[src/rtl/nab_pkg.sv]
package nab_pkg;

    localparam int SYNC_W = 16;

    typedef enum logic [2:0] {
        SY_IDLE = 3'd0,
        SY_Z1   = 3'd1,
        SY_Z2   = 3'd2,
        SY_Z3   = 3'd3,
        SY_Z4   = 3'd4,
        SY_M1   = 3'd5
    } sync_st_t;

    typedef enum logic [1:0] {
        BK_IDLE = 2'd0,
        BK_WAIT = 2'd1,
        BK_OPEN = 2'd2
    } blk_st_t;

    // Word the sync machine expects next, by state.
    function automatic logic [SYNC_W-1:0] sync_word(sync_st_t s);
        case (s)
            SY_Z4:   return 16'hF872;
            SY_M1:   return 16'h4E1F;
            default: return 16'h0000;
        endcase
    endfunction

endpackage

[src/rtl/nab_sync_fsm.sv]
module nab_sync_fsm
    import nab_pkg::*;
(
    input  logic              clk,
    input  logic              rst_n,
    input  logic              word_valid,
    input  logic [SYNC_W-1:0] word,
    output logic              hit
);

    sync_st_t st, nxt;
    logic     is_zero;

    assign is_zero = (word == sync_word(SY_IDLE));

    always_ff @(posedge clk or negedge rst_n) begin
        if (!rst_n) st <= SY_IDLE;
        else        st <= nxt;
    end

    always_comb begin
        nxt = st;
        hit = 1'b0;
        if (word_valid) begin
            unique case (st)
                SY_IDLE: nxt = is_zero ? SY_Z1 : SY_IDLE;
                SY_Z1:   nxt = is_zero ? SY_Z2 : SY_IDLE;
                SY_Z2:   nxt = is_zero ? SY_Z3 : SY_IDLE;
                SY_Z3:   nxt = is_zero ? SY_Z4 : SY_IDLE;
                SY_Z4: begin
                    if (word == sync_word(SY_Z4)) nxt = SY_M1;
                    else                          nxt = is_zero ? SY_Z1 : SY_IDLE;
                end
                SY_M1: begin
                    if (word == sync_word(SY_M1)) begin
                        hit = 1'b1;
                        nxt = SY_IDLE;
                    end else begin
                        nxt = is_zero ? SY_Z1 : SY_IDLE;
                    end
                end
                default: nxt = SY_IDLE;
            endcase
        end
    end

endmodule

[src/rtl/nab_hold_timer.sv]
module nab_hold_timer #(
    parameter int HOLD_FRAMES = 4096,
    localparam int CW = $clog2(HOLD_FRAMES + 1)
) (
    input  logic          clk,
    input  logic          rst_n,
    input  logic          load,
    input  logic          frame_tick,
    output logic          active,
    output logic [CW-1:0] count
);

    localparam logic [CW-1:0] FULL = CW'(HOLD_FRAMES);

    always_ff @(posedge clk or negedge rst_n) begin
        if (!rst_n)                        count <= '0;
        else if (load)                     count <= FULL;
        else if (frame_tick && count != 0) count <= count - 1'b1;
    end

    assign active = (count != '0);

endmodule

[src/rtl/nab_block_fsm.sv]
module nab_block_fsm
    import nab_pkg::*;
#(
    parameter int BLK_DELAY = 2,
    parameter int BLK_LEN   = 16,
    localparam int MX = (BLK_DELAY > BLK_LEN) ? BLK_DELAY : BLK_LEN,
    localparam int BW = $clog2(MX + 1)
) (
    input  logic clk,
    input  logic rst_n,
    input  logic frame_tick,
    input  logic block_mark,
    output logic window
);

    localparam logic [BW-1:0] DLY_V = BW'(BLK_DELAY);
    localparam logic [BW-1:0] LEN_V = BW'(BLK_LEN);

    blk_st_t       st, nxt;
    logic [BW-1:0] cnt, cnt_nxt, cnt_inc;

    assign cnt_inc = cnt + 1'b1;

    always_ff @(posedge clk or negedge rst_n) begin
        if (!rst_n) begin
            st  <= BK_IDLE;
            cnt <= '0;
        end else begin
            st  <= nxt;
            cnt <= cnt_nxt;
        end
    end

    always_comb begin
        nxt     = st;
        cnt_nxt = cnt;
        if (block_mark) begin
            nxt     = BK_WAIT;
            cnt_nxt = '0;
        end else if (frame_tick) begin
            unique case (st)
                BK_IDLE: nxt = BK_IDLE;
                BK_WAIT: begin
                    if (cnt_inc == DLY_V) begin
                        nxt     = BK_OPEN;
                        cnt_nxt = '0;
                    end else begin
                        cnt_nxt = cnt_inc;
                    end
                end
                BK_OPEN: begin
                    if (cnt_inc == LEN_V) begin
                        nxt     = BK_IDLE;
                        cnt_nxt = '0;
                    end else begin
                        cnt_nxt = cnt_inc;
                    end
                end
                default: nxt = BK_IDLE;
            endcase
        end
    end

    assign window = (st == BK_OPEN);

endmodule

[src/rtl/nab_cs_capture.sv]
module nab_cs_capture #(
    parameter int POS_W  = 8,
    parameter int CS_BIT = 1
) (
    input  logic clk,
    input  logic rst_n,
    input  logic smp_valid,
    input  logic smp_chan_b,
    input  logic block_mark,
    input  logic smp_cs,
    input  logic cs_sel,
    output logic cs_flag
);

    localparam logic [POS_W-1:0] TGT = POS_W'(CS_BIT);

    logic [POS_W-1:0] fpos, cur_pos;
    logic             a_tick;

    assign a_tick = smp_valid && !smp_chan_b;

    // Position of the frame this subframe belongs to.
    always_comb begin
        if (!smp_chan_b) begin
            if (block_mark)        cur_pos = '0;
            else if (fpos == '1)   cur_pos = fpos;
            else                   cur_pos = fpos + 1'b1;
        end else begin
            cur_pos = fpos;
        end
    end

    always_ff @(posedge clk or negedge rst_n) begin
        if (!rst_n) begin
            fpos    <= '1;
            cs_flag <= 1'b0;
        end else begin
            if (a_tick) fpos <= cur_pos;
            if (smp_valid && (smp_chan_b == cs_sel) && (cur_pos == TGT))
                cs_flag <= smp_cs;
        end
    end

endmodule

[src/rtl/nab_detector.sv]
module nab_detector
    import nab_pkg::*;
#(
    parameter int WORD_W      = 24,
    parameter int HOLD_FRAMES = 4096,
    parameter int BLK_DELAY   = 2,
    parameter int BLK_LEN     = 16,
    parameter int CS_BIT      = 1,
    parameter int POS_W       = 8,
    localparam int CW = $clog2(HOLD_FRAMES + 1)
) (
    input  logic              clk,
    input  logic              rst_n,
    input  logic              in_valid,
    input  logic [WORD_W-1:0] in_data,
    input  logic              in_chan_b,
    input  logic              in_zpre,
    input  logic              in_cs,
    input  logic              cs_sel,
    output logic              out_valid,
    output logic [WORD_W-1:0] out_data,
    output logic              burst_det,
    output logic              nonaudio,
    output logic              blk_start
);

    logic          frame_tick, block_mark, sync_hit, cs_flag;
    logic [CW-1:0] hold_cnt;

    assign frame_tick = in_valid && !in_chan_b;
    assign block_mark = frame_tick && in_zpre;

    always_ff @(posedge clk or negedge rst_n) begin
        if (!rst_n) begin
            out_valid <= 1'b0;
            out_data  <= '0;
        end else begin
            out_valid <= in_valid;
            if (in_valid) out_data <= in_data;
        end
    end

    nab_sync_fsm u_sync (
        .clk        (clk),
        .rst_n      (rst_n),
        .word_valid (in_valid),
        .word       (in_data[WORD_W-1 -: SYNC_W]),
        .hit        (sync_hit)
    );

    nab_hold_timer #(.HOLD_FRAMES(HOLD_FRAMES)) u_hold (
        .clk        (clk),
        .rst_n      (rst_n),
        .load       (sync_hit),
        .frame_tick (frame_tick),
        .active     (burst_det),
        .count      (hold_cnt)
    );

    nab_cs_capture #(.POS_W(POS_W), .CS_BIT(CS_BIT)) u_cs (
        .clk        (clk),
        .rst_n      (rst_n),
        .smp_valid  (in_valid),
        .smp_chan_b (in_chan_b),
        .block_mark (in_zpre),
        .smp_cs     (in_cs),
        .cs_sel     (cs_sel),
        .cs_flag    (cs_flag)
    );

    nab_block_fsm #(.BLK_DELAY(BLK_DELAY), .BLK_LEN(BLK_LEN)) u_blk (
        .clk        (clk),
        .rst_n      (rst_n),
        .frame_tick (frame_tick),
        .block_mark (block_mark),
        .window     (blk_start)
    );

    assign nonaudio = burst_det || cs_flag;

endmodule

[config.mk]
export PLATFORM = sky130hd
export DESIGN_NAME = nab_detector
export DESIGN_NICKNAME = d
export VERILOG_FILES = /design/src/rtl/nab_pkg.sv /design/src/rtl/nab_sync_fsm.sv /design/src/rtl/nab_hold_timer.sv /design/src/rtl/nab_block_fsm.sv /design/src/rtl/nab_cs_capture.sv /design/src/rtl/nab_detector.sv
export SDC_FILE = /design/constraint.sdc
export NUM_CORES = 1
export LEC_CHECK = 0
export CAP_MARGIN = 5
export CORE_MARGIN = 1.5
export CORE_UTILIZATION = 45
export CTS_CLUSTER_SIZE = 16
export DETAILED_ROUTE_END_ITERATION = 10
export PLACE_DENSITY = 0.71
export RECOVER_POWER = 25
export SYNTH_ARGS = -nofsm -noshare
export SYNTH_HDL_FRONTEND = slang
export SYNTH_SLANG_ARGS = --single-unit
[constraint.sdc]
create_clock -name clk -period 2.5 [get_ports clk]
set_input_delay 0.5 -clock clk [delete_from_list [all_inputs] [get_ports clk]]
set_output_delay 0.5 -clock clk [all_outputs]
set_load 0.01 [all_outputs]
* Word-level counts from Yosys, hierarchy flattened
Cells that the tools add are included.
** Word-level totals
- Bits in registers :: 57
- Bits of input ports :: 31
- Output and inout bits :: 28
- Word-level logic and storage cells :: 67
** Cells by class
- Add/subtract/negate cells :: 3
- Equality and inequality tests :: 16
- Muxes and demuxes :: 25
- Reduce and logical (&&, ||, !) cells :: 15
** Operator list (count)
- $mux 13 :: 2
- $mux 8 :: 3
- $mux 5 :: 4
- $pmux 3 s6 :: 1
- $eq 16x15->1 const B :: 1
- $eq 16x16->1 const B :: 1
- $logic_not 16->1 :: 1
- $reduce_bool 13->1 :: 1
- $sub 13x1->13 const B :: 1
- $mux 2 :: 6
- $pmux 5 s2 :: 1
- $mux 3 :: 3
- $add 8x1->8 const B :: 1
- $eq 8x1->1 const B :: 1
- $eq 8x8->1 const B :: 1
- $eq 3x2->1 const B :: 2
- $eq 3x3->1 const B :: 2
- $add 5x1->5 const B :: 1
- $eq 5x2->1 const B :: 1
- $eq 5x5->1 const B :: 1
- $logic_and 1x1->1 :: 5
- $mux 1 :: 4
- $pmux 2 s2 :: 1
- $reduce_bool 2->1 :: 2
- 12 further kinds :: 12

* Longest topological paths before layout
Gate-level depths: netlist of the first run.
- Depth in word-level cells :: 6
- Mapped depth :: 9
- Mapped depth without buffers :: 8

* Cells and area by module
Synthesis of the first run repeated with hierarchy kept, for this count alone.
** Unflattened totals
- Cells, all modules :: 308
- Area, all modules :: 3268.1 µm²
** Modules (own cells, without submodules)
- nab_detector :: instances 1, cells each 55, area each 1031.0 µm², seq. area each 625.6 µm²
- nab_hold_timer :: instances 1, cells each 78, area each 725.7 µm², seq. area each 325.3 µm²
- nab_cs_capture :: instances 1, cells each 82, area each 696.9 µm², seq. area each 235.2 µm²
- nab_block_fsm :: instances 1, cells each 58, area each 510.5 µm², seq. area each 175.2 µm²
- nab_sync_fsm :: instances 1, cells each 35, area each 304.0 µm², seq. area each 75.1 µm²

* Worst setup path before layout of the first run
No wires, ideal clock.
- Kind :: register to register
- Start point :: reg u_cs.fpos[0]
- End point :: reg u_cs.cs_flag
- Library setup time :: 127 ps
- Arrival :: 2109 ps
- Data required time :: 2373 ps
- Setup slack :: 264 ps
- Cell stages (with the launch flop) :: 8
- Buffers on the path :: 0
- Clock period less this slack :: 2236 ps
- Cell sequence :: dfstp_2 ha_1 nand3_1 nor2_1 mux2i_1 o2111a_1 nand4_1 mux2_1
** On the way
- Word-level cells in the longest chain between the ends :: 6
- Elaborated cells between the ends (all ways) :: 7
- Classes of those cells :: add/sub: 1; eq/ne: 2; mux: 3; reduce/logical: 1
** Ends and longest elaborated chain
- from (decl) :: RTL line nab_cs_capture.sv:17 : logic [POS_W-1:0] fpos, cur_pos;
- from (signal assigned) :: RTL line nab_cs_capture.sv:38 : if (a_tick) fpos <= cur_pos;
- $add 8x1->8 / $eq 8x8->1 (equally long branches) :: RTL line nab_cs_capture.sv:27, nab_cs_capture.sv:26
- $mux 8 :: RTL line nab_cs_capture.sv:26 : else if (fpos == '1) cur_pos = fpos;
- $mux 8 :: RTL line nab_cs_capture.sv:25 : if (block_mark) cur_pos = '0;
- $mux 8 (*) :: RTL line nab_cs_capture.sv:24 : if (!smp_chan_b) begin
- $eq 8x1->1 (*) :: RTL line nab_cs_capture.sv:39 : if (smp_valid && (smp_chan_b == cs_sel) && (cur_pos == TGT))
- $logic_and 1x1->1 (*) :: RTL line nab_cs_capture.sv:39
- to (signal assigned) :: RTL line nab_cs_capture.sv:40 : cs_flag <= smp_cs;
- to (decl) :: RTL line nab_cs_capture.sv:12 : output logic cs_flag
Every way passes the cells marked *; elsewhere a longest branch is shown, timed or not.
A chain may end at the register's enable or synchronous reset.

* Worst setup path in the final report of the first run
Same ends and word-level chain as after synthesis.

==> out/results.ini, run 1 <==
[status]
violations=max-capacitance violations, max-slew violations
outcome=finished with violations

[setup_path]
rr_endpoint=u_cs.cs_flag$_DFFE_PN0P_
crit_path_cell_trace=ha_1 > nand3_1 > o2111ai_1 > mux2i_1 > a2bb2oi_2 > nand4_1 > mux2_1
slowest_stage=dfstp_2
path_buf_inv=0
worstSetupPathType=flop to flop
regToRegSetupSlack_ns=0.16
worstPathMaxFanout=8
rr_startpoint=u_cs.fpos[0]$_DFFE_PN1P_
arrival_ns=2.56
worst-r2r-cell-count=7
cpPeakStageDelay_ns=0.60
worst-endpoint-required_ns=2.73
setup.worst_path.end_class=flop
cp-start-kind=flop
critPathTopFamily=multiplexers

[yosys]
syn_nets=334
synth_common_cells=dfrtp_1 (49), nor2_1 (34), mux2_2 (24), nand2_1 (24), a21oi_1 (18)
synth_cell_types=55
synth.most_common_cell=dfrtp_1
synth_area_um2=2980
synth_area_leaders=dfrtp_1 (41%), mux2_2 (9.1%), dfstp_2 (7.1%), nor2_1 (4.3%), a21oi_1 (3.0%)
synth_edf_count=0
async_reset_ff_share_pct=100
synth-seq-cells=57
synth_top_area_share_pct=41.2
yosysWarnings=0
postSynthAreaPerCell_um2=10.0
synthCells=298
yosys.area.top_type=dfrtp_1
ys.flop_type=dfrtp_1
seq_area_frac_synth_pct=48.2

[drt]
drt-initial-drc-count=86
routed_via_density=5.48
drtPass1Iterations=5
routed_wl_um=6400
routedWlPerCell_um=14.4
drc=0
via_count=2443
detail-route-antenna-nets=0

[global_routing]
grt_overflow_total=0
grt_max_degree=32
grt_pass1_vias=2366
grt_pass1_wl_um=11200
antenna_found_initial=0
grt_util_all_layers_pct=19.6

[layout]
antenna_cells=0
finalNetCount=400
syn_to_final_growth_pct=30.7
drive_gt1_share_pct=20.6
fin_area_um2=3890
fill_cells=539
seq_area_um2=1440
multi_input_area_um2=1480

[placed_design]
placement.cell_area_um2=3700
gp_congestion=0.879
dpl.hpwl_um=4590
io_buffers=58

[worst_hold_path]
hold_depth=1
min-delay-path-class=flop to flop
min_to=u_cs.cs_flag$_DFFE_PN0P_
hp-start=u_cs.cs_flag$_DFFE_PN0P_

[cts]
cts_buffers=9
clock_path_buffers=2
cts_setup_buffers=0
cts_tree=done
root_buffer=clkbuf_8
cts.sinks=57
cts_hold_buffers=0
clk_pin_slew_worst_paths_ns=0.07
clk_latency_ns=0.34
htree_levels=3

[timing]
setup_violations=0
hold_violations=0
final.setup.tns_ns=0
max_freq_mhz=427
finClkSkew_ns=0.00503
slew_viol_final=30
rsz0062_at_grt=no
finalCriticalPeriod_ns=2.34
maxSlewHeadroom_pct=-2.46
worst_pin_slew_ns=1.54
fin_crit_sh_pct=93.6

[power_and_ir_drop]
vdd_drop_max_uv=417
power.density_nw_per_um2=714
power_mw=2.78
leakagePower_nw=1.52

[die]
die_area_um2=7120
num_rows=29
ios=59
initial_core_util_pct=46.6
dieHeight_um=84.4
coreArea_um2=6390
die_w_um=84.4

[run]
drv_cap=1

[metal layers]
metal,up-vias,track usage [%],routed length (um)
met4,0,6.16,34
met3,2,5.31,231
li1,1205,-,-
met2,50,32.6,3200
met5,-,0,0
met1,1186,25.1,2940
[logic make-up (layout without fill, tap and decap cells)]
kind of cell             after synthesis  after routing  synth area share (%)
AO/OA/AOI/OAI                         54             54                  11.6
XOR/XNOR                              13             13                  3.82
adder cells (fa/ha/maj)                5              5                  2.10
buffers and inverters                 23             94                  3.15
flip-flops                            57             57                  48.2
multiplexers                          28             28                  10.5
AND/OR/NAND/NOR                      118            118                  20.6
[area by class of cell]
cell class | instances | area share [%]
clock buffer | 10 | 3.53
clock inverter | 6 | 1.06
inverter | 6 | 0.578
multi-input combinational | 218 | 38.0
sequential | 57 | 37.0
tap | 77 | 2.47
timing repair buffer | 72 | 17.4
[metrics by stage]
step                      hold WS (ns)  cells  utilization, %  worst slack, ns
after CTS                        0.211    446            61.0           0.0625
after floorplan                  0.204    298               -            0.264
final                            0.503    446            61.0            0.161
after global routing             0.517    446            61.0           0.0443
after detailed placement         0.495    430            57.9          0.00332
after global placement           0.470    430            57.9           0.0816
[flip-flops by register name, indices dropped and copies added (netlist names)]
name / cells
u_blk.st: 2
u_hold.count: 13
u_blk.cnt: 5
u_sync.st: 3
u_cs.fpos: 8
u_cs.cs_flag: 1
out_valid: 1
out_data: 24
[worst max-delay path by stage]
stage                                      startpoint                           end  slack, ns  depth (start not counted)
final                        u_cs.fpos[0]$_DFFE_PN1P_      u_cs.cs_flag$_DFFE_PN0P_       0.16                          7
after CTS                 u_hold.count[2]$_DFFE_PN0P_                     burst_det       0.06                          4
after global placement                    in_data[15]  u_hold.count[12]$_DFFE_PN0P_       0.08                          7
after global routing         u_cs.fpos[0]$_DFFE_PN1P_      u_cs.cs_flag$_DFFE_PN0P_       0.04                          8
after detailed placement                  in_data[15]      u_sync.st[2]$_DFFE_PN0P_      0.003                          6
after floorplan              u_cs.fpos[0]$_DFFE_PN1P_      u_cs.cs_flag$_DFFE_PN0P_       0.26                          7
[report_power, final]
group	internal [mW]	leakage (nW)	switching [mW]
combinational	0.364	0.770	0.303
clock	0.385	0.0847	0.385
sequential	1.12	0.667	0.223
total	1.87	1.52	0.910
[repair_timing]
item / CTS / global route
endpoints found under the setup margin: 2 / 3
gates resized for setup: 6 / 4
pin swaps: 2 / 1
[cell usage in the layout (no fill, tap or decap), types with 3 or more instances in the layout]
master / n
nor2_1: 34
o21a_1: 3
nor4_1: 4
nand2_1: 24
inv_1: 5
mux2i_1: 3
dfrtp_1: 47
clkbuf_8: 10
mux2_2: 24
o21ai_0: 14
nor2b_1: 4
nor3_1: 10
xnor2_1: 7
ha_1: 5
clkinvlp_4: 3
a21oi_1: 18
a31oi_1: 3
clkdlybuf4s50_1: 55
xor2_1: 6
nand3_1: 5
dfstp_2: 8
nand4_1: 9
nor3b_1: 3
buf_4: 13
nand2b_1: 4
Power figures use the tool's default switching activity.
==> inputs of run 2 (changes only) <==
==> constraint.sdc (replaced) <==
create_clock -name clk -period 2.5 [get_ports clk]
set_input_delay 0.625 -clock clk [delete_from_list [all_inputs] [get_ports clk]]
set_output_delay 0.625 -clock clk [all_outputs]
set_load 0.01 [all_outputs]
==> run 2 against run 1 <==
- register-to-register slack barely moved
- critical path depth fell by 1
- sequential power barely moved
- clock power rose by 23%
- clock skew barely moved
- via count rose by 2.7%
- the flow now finishes without violations
- utilization rose by 2.1 points
- final cell count rose by 2.2%
- largest power group unchanged
- power rose by 8.7%
==> out/results.ini, run 2 (synthesized netlist as in run 1, its figures left out) <==
[global_routing]
grt_overflow_total=0  ; unchanged
grt_pass1_vias=2459  ; +3.9%
grt_pass1_wl_um=11200  ; -0.74%
busiest_layer=met2
grt_util_met2_pct=33.0  ; +0.44 points
grtUsageMet1_pct=23.9  ; -1.2 points
antenna_found_initial=0  ; unchanged
grt_util_all_layers_pct=19.6  ; -0.020 points
use_met3_pct=6.69  ; +1.4 points
grt_max_degree=34  ; +6.3%

[die]
die_area_um2=7120  ; unchanged
ios=59  ; unchanged
num_rows=29  ; unchanged
initial_core_util_pct=46.6  ; unchanged
dieHeight_um=84.4  ; unchanged
die_w_um=84.4  ; unchanged
coreArea_um2=6390  ; unchanged

[layout]
post-route-util_pct=63.1  ; +2.1 points
final_common_cell=clkdlybuf4s50_1
final_cell_mix=clkdlybuf4s50_1 (55), dfrtp_1 (46), nor2_1 (34)
top_regs=out_data: 24 flops, u_hold.count: 13 flops, u_cs.fpos: 8 flops
finalNetCount=410  ; +2.5%
syn_to_final_growth_pct=35.3
drive_gt1_share_pct=23.0  ; +2.4 points
antenna_cells=0  ; unchanged
fin_area_um2=4030  ; +3.5%
final_cells=456  ; +2.2%
largest_reg_flops=24  ; unchanged
max_flop_register=out_data

[cts]
cts_hold_buffers=0  ; unchanged
cts.sinks=57  ; unchanged
clock_path_buffers=2  ; unchanged
cts_buffers=9  ; unchanged
root_buffer=clkbuf_8
clk_pin_slew_worst_paths_ns=0.07  ; about the same
htree_levels=3  ; unchanged
cts_tree=done
clk_latency_ns=0.33  ; about the same

[drt]
drc=0  ; unchanged
routedWlPerCell_um=14.3  ; -0.65%
via_count=2510  ; +2.7%
routed_wl_um=6500  ; +1.6%
routed_via_density=5.50  ; +0.49%
drt-initial-drc-count=114  ; +33%
detail-route-antenna-nets=0  ; unchanged
drtPass1Iterations=4  ; -1

[timing]
setup_violations=0  ; unchanged
hold_slack_ns=0.504  ; +0.00154 ns
fin_crit_sh_pct=95.1  ; +1.5 points
setup_slack_ns=0.123  ; -0.0382 ns
finClkSkew_ns=0.00546  ; +0.000425 ns
hold_violations=0  ; unchanged
slew_viol_final=0  ; -100%
maxSlewHeadroom_pct=6.02  ; +8.5 points
finalCriticalPeriod_ns=2.38  ; +0.0382 ns
worst_pin_slew_ns=1.41  ; -0.127 ns
rsz0062_at_grt=no
max_freq_mhz=421  ; -1.6%
final.setup.tns_ns=0  ; unchanged

[status]
outcome=complete, no violations

[power_and_ir_drop]
leakagePower_nw=1.60  ; +5.3%
power.density_nw_per_um2=750  ; +5.0%
power_mw=3.02  ; +8.7%
vdd_drop_max_uv=579  ; +39%

[setup_path]
crit_path_cell_trace=inv_2 > ha_2 > nor2b_2 > nand4_1 > or2_4 > dlygate4sd2_1
path_buf_inv=2  ; +2
worstSetupPathType=flop to output port
worstPathMaxFanout=4  ; -4
worst-endpoint-required_ns=1.88  ; -0.85 ns
cpPeakStageDelay_ns=0.38  ; -0.22 ns
critPathTopFamily=simple AND/OR/NAND/NOR gates
slowest_stage=dfrtp_1
arrival_ns=1.75  ; -0.81 ns
setup.worst_path.end_class=output port
cp-start-kind=flop

[placed_design]
dpl_worst_slack_ns=-0.0589  ; -0.0623 ns
io_buffers=58  ; unchanged
dpl.cell_count=438  ; +1.9%
placement.cell_area_um2=3760  ; +1.6%
dpl.hpwl_um=4620  ; +0.55%
gp_congestion=0.861  ; -2.1%

[run]
drv_cap=0  ; -1

[worst_hold_path]
min-delay-path-class=flop to flop

==> run 2: layout make-up <==
type	count	area, um2
inverter	6	22.5
multi-input combinational	218	1490
clock buffer	11	141
sequential	57	1440
fill	537	2360
clock inverter	5	78.8
timing repair buffer	82	764
tap	77	96.3
==> run 2: worst paths after layout <==
path,from,endpoint,slack [ns],cells after the start
max in group asynchronous,rst_n,u_hold.count[3]$_DFFE_PN0P_,1.05,2
max,u_hold.count[0]$_DFFE_PN0P_,nonaudio,0.12,6
min in group asynchronous,rst_n,out_data[4]$_DFFE_PN0P_,0.61,1
min reg2reg,out_data[4]$_DFFE_PN0P_,out_data[4]$_DFFE_PN0P_,0.50,1
max reg2reg,u_cs.fpos[0]$_DFFE_PN1P_,u_cs.cs_flag$_DFFE_PN0P_,0.15,7
min,out_data[4]$_DFFE_PN0P_,out_data[4]$_DFFE_PN0P_,0.50,1
==> run 2: per-layer routing <==
metal / share of wire [%] / vias to the layer above
met3: 4.0 / 9
met5: 0 / -
met1: 44 / 1233
met4: 1.2 / 0
li1: - / 1219
met2: 51 / 49
==> run 2: report_power, final <==
| group | leakage (nW) | internal, mW | total [mW] | switching, mW |
|---|---|---|---|---|
| sequential | 0.666 | 1.12 | 1.34 | 0.220 |
| combinational | 0.823 | 0.409 | 0.731 | 0.322 |
| clock | 0.113 | 0.587 | 0.948 | 0.361 |
| total | 1.60 | 2.12 | 3.02 | 0.903 |
==> run 2: what timing repair did <==
| item | in CTS | in global routing |
|---|---|---|
| pin swaps | 2 | 2 |
| hold endpoints to repair | 0 | 0 |
| setup endpoints to repair | 2 | 1 |
| setup buffers | 2 | 0 |
| resized for setup | 8 | 6 |
